$ cat src/rtl/raster_pkg.sv
package raster_pkg;

  localparam int SEQ_W = 2;

  typedef logic [15:0] cnt_t;

  // next value of a counter that wraps after len-1
  function automatic cnt_t wrap_step(cnt_t cur, cnt_t len);
    return (cur >= len - 16'd1) ? 16'd0 : cur + 16'd1;
  endfunction

  // true when the current clock is the last one of a half line
  function automatic logic half_line_end(cnt_t cur, cnt_t len);
    return (cur == len - 16'd1) || (cur == (len >> 1) - 16'd1);
  endfunction

  // horizontal sync window
  function automatic logic in_sync_window(cnt_t cur, cnt_t width);
    return cur < width;
  endfunction

  // sequence phase step: modulo 2 or modulo 4
  function automatic logic [SEQ_W-1:0] seq_next(logic [SEQ_W-1:0] cur, logic long_seq);
    return long_seq ? cur + 2'd1 : {1'b0, ~cur[0]};
  endfunction

endpackage

$ cat src/rtl/ref_edge_detect.sv
module ref_edge_detect #(
  parameter int STAGES = 2
) (
  input  logic clk,
  input  logic rst_n,
  input  logic din,
  input  logic fall_sel,
  output logic pulse
);
  logic [STAGES:0] chain;

  always_ff @(posedge clk or negedge rst_n) begin
    if (!rst_n) chain[0] <= 1'b0;
    else        chain[0] <= din;
  end

  for (genvar i = 1; i <= STAGES; i++) begin : g_stage
    always_ff @(posedge clk or negedge rst_n) begin
      if (!rst_n) chain[i] <= 1'b0;
      else        chain[i] <= chain[i-1];
    end
  end

  logic cur_s, prev_s;
  assign cur_s  = chain[STAGES-1];
  assign prev_s = chain[STAGES];
  assign pulse  = fall_sel ? (prev_s & ~cur_s) : (cur_s & ~prev_s);

  // a detected edge lasts exactly one clock
  a_r5_single_pulse: assert property (@(posedge clk) disable iff (!rst_n)
    pulse |=> (!pulse || fall_sel != $past(fall_sel)));

endmodule

$ cat src/rtl/line_counter.sv
module line_counter
  import raster_pkg::*;
#(
  parameter int HW = 11,
  parameter int SW = 8
) (
  input  logic          clk,
  input  logic          rst_n,
  input  logic [HW-1:0] line_len,
  input  logic [SW-1:0] hs_width,
  input  logic          load,
  input  logic [HW-1:0] load_val,
  output logic          half_tick,
  output logic          hsync
);
  logic [HW-1:0] hcnt;

  always_ff @(posedge clk or negedge rst_n) begin
    if (!rst_n)    hcnt <= '0;
    else if (load) hcnt <= load_val;
    else           hcnt <= HW'(wrap_step(cnt_t'(hcnt), cnt_t'(line_len)));
  end

  assign half_tick = half_line_end(cnt_t'(hcnt), cnt_t'(line_len));
  assign hsync     = in_sync_window(cnt_t'(hcnt), cnt_t'(hs_width));

  // free-running increment and wrap
  a_r2_step: assert property (@(posedge clk) disable iff (!rst_n)
    (!load && hcnt < line_len - 1'b1) |=> hcnt == $past(hcnt) + 1'b1);
  a_r2_wrap: assert property (@(posedge clk) disable iff (!rst_n)
    (!load && hcnt == line_len - 1'b1) |=> hcnt == '0);
  // hard reload with the offset
  a_r6_reload: assert property (@(posedge clk) disable iff (!rst_n)
    load |=> hcnt == $past(load_val));

endmodule

$ cat src/rtl/field_counter.sv
module field_counter
  import raster_pkg::*;
#(
  parameter int VW  = 10,
  parameter int VHW = VW + 1
) (
  input  logic             clk,
  input  logic             rst_n,
  input  logic [VW-1:0]    field_lines,
  input  logic             seq_long,
  input  logic             half_tick,
  input  logic             v_load,
  input  logic [VHW-1:0]   v_load_val,
  input  logic             fld_clear,
  input  logic             seq_clear,
  output logic             vsync,
  output logic             field_odd,
  output logic [SEQ_W-1:0] seq_phase
);
  logic [VHW-1:0] vcnt;
  logic [VHW-1:0] halves;
  logic           v_wrap;
  logic           frame_done;

  assign halves     = {field_lines, 1'b0};
  assign v_wrap     = half_tick && (vcnt >= halves - 1'b1);
  assign frame_done = v_wrap && field_odd;

  always_ff @(posedge clk or negedge rst_n) begin
    if (!rst_n)         vcnt <= '0;
    else if (v_load)    vcnt <= v_load_val;
    else if (half_tick) vcnt <= VHW'(wrap_step(cnt_t'(vcnt), cnt_t'(halves)));
  end

  always_ff @(posedge clk or negedge rst_n) begin
    if (!rst_n)         field_odd <= 1'b0;
    else if (fld_clear) field_odd <= 1'b0;
    else if (v_wrap)    field_odd <= ~field_odd;
  end

  always_ff @(posedge clk or negedge rst_n) begin
    if (!rst_n)          seq_phase <= '0;
    else if (seq_clear)  seq_phase <= '0;
    else if (frame_done) seq_phase <= seq_next(seq_phase, seq_long);
  end

  assign vsync = (vcnt == '0);

  // half-line counter only moves on half-line boundaries or reloads
  a_r3_hold: assert property (@(posedge clk) disable iff (!rst_n)
    (!half_tick && !v_load) |=> $stable(vcnt));
  // each wrap flips the field flag
  a_r4_field_flip: assert property (@(posedge clk) disable iff (!rst_n)
    (v_wrap && !fld_clear) |=> field_odd != $past(field_odd));
  a_r4_seq_hold: assert property (@(posedge clk) disable iff (!rst_n)
    (!frame_done && !seq_clear) |=> $stable(seq_phase));
  // vertical reload value
  a_r7_reload: assert property (@(posedge clk) disable iff (!rst_n)
    v_load |=> vcnt == $past(v_load_val));
  // clears go to the first state
  a_r8_clear: assert property (@(posedge clk) disable iff (!rst_n)
    (fld_clear && seq_clear) |=> (!field_odd && seq_phase == '0));

endmodule

$ cat src/rtl/raster_sync_gen.sv
module raster_sync_gen
  import raster_pkg::*;
#(
  parameter int HW          = 11,
  parameter int VW          = 10,
  parameter int SW          = 8,
  parameter int VOW         = 5,
  parameter int SYNC_STAGES = 2
) (
  input  logic             clk,
  input  logic             rst_n,
  input  logic             slave_en,
  input  logic             ref_a,
  input  logic             ref_b,
  input  logic             ref_a_fall,
  input  logic             ref_b_fall,
  input  logic             h_src_a,
  input  logic             h_src_b,
  input  logic             ld_h_en,
  input  logic             ld_v_en,
  input  logic             ld_fld_en,
  input  logic             ld_seq_en,
  input  logic             seq_long,
  input  logic [HW-1:0]    line_len,
  input  logic [VW-1:0]    field_lines,
  input  logic [SW-1:0]    hs_width,
  input  logic [HW-1:0]    h_ofs,
  input  logic [VOW-1:0]   v_ofs,
  output logic             hsync,
  output logic             vsync,
  output logic             field_odd,
  output logic [SEQ_W-1:0] seq_phase
);
  localparam int NREF = 2;
  localparam int VHW  = VW + 1;

  logic [NREF-1:0] ref_vec, fall_vec, trig;
  assign ref_vec  = {ref_b, ref_a};
  assign fall_vec = {ref_b_fall, ref_a_fall};

  for (genvar r = 0; r < NREF; r++) begin : g_ref
    ref_edge_detect #(.STAGES(SYNC_STAGES)) u_edge (
      .clk      (clk),
      .rst_n    (rst_n),
      .din      (ref_vec[r]),
      .fall_sel (fall_vec[r]),
      .pulse    (trig[r])
    );
  end

  // named trigger events
  logic h_trig, v_trig, h_ld, v_ld, fld_ld, seq_ld, half_tick;
  assign h_trig = slave_en & ((trig[0] & h_src_a) | (trig[1] & h_src_b));
  assign v_trig = slave_en & trig[0];
  assign h_ld   = h_trig & ld_h_en;
  assign v_ld   = v_trig & ld_v_en;
  assign fld_ld = v_trig & ld_fld_en;
  assign seq_ld = v_trig & ld_seq_en;

  line_counter #(.HW(HW), .SW(SW)) u_line (
    .clk       (clk),
    .rst_n     (rst_n),
    .line_len  (line_len),
    .hs_width  (hs_width),
    .load      (h_ld),
    .load_val  (h_ofs),
    .half_tick (half_tick),
    .hsync     (hsync)
  );

  field_counter #(.VW(VW), .VHW(VHW)) u_field (
    .clk         (clk),
    .rst_n       (rst_n),
    .field_lines (field_lines),
    .seq_long    (seq_long),
    .half_tick   (half_tick),
    .v_load      (v_ld),
    .v_load_val  (VHW'(v_ofs)),
    .fld_clear   (fld_ld),
    .seq_clear   (seq_ld),
    .vsync       (vsync),
    .field_odd   (field_odd),
    .seq_phase   (seq_phase)
  );

  // zero offset puts hsync in the load cycle
  a_r6_zero_ofs: assert property (@(posedge clk) disable iff (!rst_n)
    (h_ld && h_ofs == '0 && hs_width != '0) |=> hsync);
  // zero offset puts vsync in the load cycle
  a_r7_zero_ofs: assert property (@(posedge clk) disable iff (!rst_n)
    (v_ld && v_ofs == '0) |=> vsync);
  // field clear reaches the output
  a_r8_field_out: assert property (@(posedge clk) disable iff (!rst_n)
    fld_ld |=> !field_odd);

endmodule

$ cat config.mk
export PLATFORM = sky130hd
export DESIGN_NAME = raster_sync_gen
export DESIGN_NICKNAME = d
export VERILOG_FILES = /design/src/rtl/raster_pkg.sv /design/src/rtl/ref_edge_detect.sv /design/src/rtl/line_counter.sv /design/src/rtl/field_counter.sv /design/src/rtl/raster_sync_gen.sv
export SDC_FILE = /design/constraint.sdc
export NUM_CORES = 1
export LEC_CHECK = 0
export BUFFER_PORTS_ARGS = -buffer_cell sky130_fd_sc_hd__buf_2
export CELL_PAD_IN_SITES_DETAIL_PLACEMENT = 1
export CELL_PAD_IN_SITES_GLOBAL_PLACEMENT = 2
export CORE_MARGIN = 8
export CORE_UTILIZATION = 27
export DETAILED_ROUTE_END_ITERATION = 7
export PLACE_DENSITY_LB_ADDON = 0.1
export SLEW_MARGIN = 0
export SYNTH_ARGS = -nofsm -noshare
export SYNTH_HDL_FRONTEND = slang
export SYNTH_HIERARCHICAL = 1
export SYNTH_SLANG_ARGS = --single-unit
$ cat constraint.sdc
create_clock -name clk -period 2.1 [get_ports clk]
set_input_delay 0.21 -clock clk [delete_from_list [all_inputs] [get_ports clk]]
set_output_delay 0.21 -clock clk [all_outputs]
set_load 0.01 [all_outputs]
==> key figures <==
Outcome
  • Status: finished, violations left
  • Failing checks: negative hold slack, negative setup slack

STA
  • Final min period: 2.90 ns
  • Hold WS: -0.0124 ns
  • Max Transition Viols Final: 0
  • Fin crit share: 138%
  • Final WS setup: -0.801 ns
  • Hold Violations, Final: 10
  • Slew HR: 39.9%
  • RSZ-0062 raised after global routing: true
  • Setup violators final: 25
  • Fmax: 345 MHz
  • Clock Skew: 0.0119 ns
  • Worst-margin pin slew: 0.895 ns

Worst setup path
  • CP required: 2.26 ns
  • CP Max Fanout: 4
  • Critical Path End: u_field/seq_phase[0]
  • Setup crit start: line_len[6]
  • Slowest stage delay, CP: roughly 0.55 ns
  • Crit path top cell by count: or4_4
  • Reg2reg setup slack: -0.42 ns
  • R2r startpoint: u_line/hcnt[8]
  • Cells along the critical path: buf_6 > or4_4 > or4_4 > nor2_4 > xnor2_1 > ha_1 > nand4_1 > nor2_1 > nand2_1 > o32ai_4 > buf_12 > inv_2 > a211o_1 > mux2_2
  • Reg2reg end: u_field/seq_phase[0]
  • Startpoint class of the critical path: primary input
  • Setup CP Type: in2reg
  • Slowest cell on crit path: or4_4
  • R2R depth: 11
  • Setup crit end kind: flop
  • WP data arrival: 3.06 ns

Layout
  • Layout Nets: 629
  • Final instance area: ~0.0047 mm2
  • Area delta synth->final: 48.8%
  • N_diodes: 0
  • Cell Count, Final, Fillers Out: 678
  • Proportion of layout cells with a drive suffix above 1: 40.9%

Power and ir drop
  • Design Power: 4360 uW
  • IR drop worst, VDD: 0.000361 V
  • Leak: 0.00212 uW
  • Pwr dens: 926 mW/mm2

Route
  • Routed Antenna Nets: 0
  • Vias: around 3300
  • Drt via density: 4.87
  • Residual DRC count: 0
  • Drt total wl: 11.2 mm
  • First-pass DRT Iterations: 4
  • First-iteration detailed-routing DRC count: 93
  • WL/cell: 16.5 um

Logic synthesis
  • Seq/Total Area, Yosys: 24.5%
  • Most frequent cells after synthesis: 43 x nand2_1, 36 x ha_1, 34 x nor2_1
  • Synth cell types: 53
  • Yosys warns: 6
  • Synth top area share: around 25%
  • Synthesized area per cell: around 8.3 um2
  • Mapped Cells: 380
  • Most frequent cell after synthesis: nand2_1
  • Top FF cell, synth: dfrtp_1
  • Flops & latches, synth: 31
  • Main area contributors after synthesis: dfrtp_1 25%, ha_1 14%, xnor2_1 8.3%
  • Post-synth EDFFs: 0
  • Synth area leader: dfrtp_1
  • Mapped Area: 0.00316 mm2
  • Asr flop ratio synth: 100%

Place
  • Port Buffers: 63
  • DP Worst Slack: -1.18 ns
  • Final HPWL DP: 9.31 mm
  • Placed Area: 0.00428 mm2
  • GP Congestion: 0.776
  • Dpl cells: 662

GRT
  • Initial antenna violation count: 0
  • Largest net degree at the start of global routing: 32
  • Global Route Usage Sum: around 14%
  • Vias in the first global route: 3644
  • First-pass GRT wire length: about 18 mm
  • Remaining global-route overflow: 0

Die
  • Core Box Area: 0.0114 mm2
  • Die Ht: 124 um
  • Die area: between 0.015 and 0.02 mm2
  • Ports: 64
  • Rows: 39
  • Die width: 124 um
  • Initial Util: 27.7%

Clock tree
  • Number of clock sinks: 31
  • Clk_lat worst skew: approximately 0.28 ns
  • Worst-path clk slew: 0.06 ns
  • Clock Tree Buf Depth: 2
  • Root cell of the clock tree: clkbuf_16
  • CTS Buf Count: 5
  • CTS tree: done
  • H-tree depth: 2

Flow run
  • Max-Cap Viols: 0

Min path
  • Worst Hold Class: in2async
[what timing repair did]
item | CTS | global route
pin swaps | 13 | 20
hold buffers | 0 | 0
setup endpoints to repair | 26 | 26
setup buffers | 5 | 4
resized for setup | 33 | 14
[critical path, delay by kind of cell]
kind	cells	cell delay [ns]
and+or+nand+nor	6	1.44
AOI/OAI and AO/OA	2	0.45
adders and majority gates	1	0.30
buffers and inverters	3	0.29
muxes	1	0.28
xor gates and xnor gates	1	0.07
[worst min-delay path by stage]
stage,start,end,slack [ns],cells past startpoint
final,rst_n,g_ref[1].u_edge/prev_s,-0.01,1
after global routing,ref_a,g_ref[0].u_edge/chain[0],0.03,1
after CTS,rst_n,g_ref[1].u_edge/prev_s,0.02,1
after detailed placement,rst_n,g_ref[1].u_edge/prev_s,0.32,1
after global placement,rst_n,g_ref[1].u_edge/cur_s,0.32,1
after floorplan,rst_n,g_ref[0].u_edge/chain[0],-0.09,0
[registers in the layout, indices dropped and copies added (netlist names)]
signal / count
u_field/vcnt: 11
u_line/hcnt: 11
g_ref.u_edge/chain: 2
g_ref.u_edge/cur_s: 2
g_ref.u_edge/prev_s: 2
u_field/seq_phase: 2
u_field/field_odd: 1
[layout make-up]
class	count	area, um2
Clock inverter	3	23.8
Tap cell	143	179
Sequential cell	31	777
Inverter	22	82.6
Multi-Input combinational cell	319	2450
Timing Repair Buffer	155	1070
Clock buffer	5	125
Fill cell	1383	6710
[report_power, final]
group | switching (uW) | leakage (uW) | internal, uW
registers | 241 | 0.000385 | 782
logic | 1280 | 0.00167 | 1310
clock network | 293 | 0.0000664 | 443
[per-stage QoR]
| step | hold WS (ns) | util, % | setup TNS [ns] |
|---|---|---|---|
| global route | 0.0279 | 41.2 | -16.86 |
| floorplan | -0.0856 | - | -14.55 |
| finish | -0.0124 | 41.2 | -14.28 |
| detailed placement | 0.318 | 37.5 | -21.45 |
| global placement | 0.319 | 37.5 | -19.28 |
| CTS | 0.0203 | 40.3 | -13.74 |
[logic make-up (layout without fill, tap and decap cells)]
kind of cell / Yosys count / after routing / share of synthesized area, %
simple gates: 151 / 151 / 23.9
compound gates: 78 / 78 / 19.3
xor+xnor: 44 / 44 / 12.2
fa+ha+maj: 36 / 36 / 14.2
buf+inv: 36 / 185 / 4.75
flops: 31 / 31 / 24.5
mux: 3 / 3 / 1.03
other cells: 1 / 7 / 0.119
[layer usage]
metal	wire length [um]	vias up	part of all wire, %	GRT usage [%]
met3	302	2	2.7	1.96
li1	-	1669	-	-
met4	44	0	0.39	2.20
met2	5110	49	46	22.9
met1	5710	1585	51	19.8
met5	0	-	0	0
[cells in the final DEF, fill, tap and decap left out, drive strengths merged, types with 4 or more instances in the layout]
cell type / synthesis / final
o21ai: 20 / 20
a21oi: 11 / 11
a21o: 6 / 6
nand2: 43 / 43
xnor2: 30 / 30
nor4: 8 / 8
xor2: 14 / 14
nand3: 15 / 15
nand4: 10 / 10
ha: 36 / 36
nand2b: 7 / 7
nor3: 13 / 13
dfrtp: 31 / 31
or2: 4 / 4
and3: 6 / 6
conb: 1 / 7
nor2: 35 / 35
o31ai: 13 / 13
a211oi: 6 / 6
inv: 22 / 23
buf: 2 / 155
clkbuf: 12 / 5
Note: power is estimated with default switching activity, not from simulation.
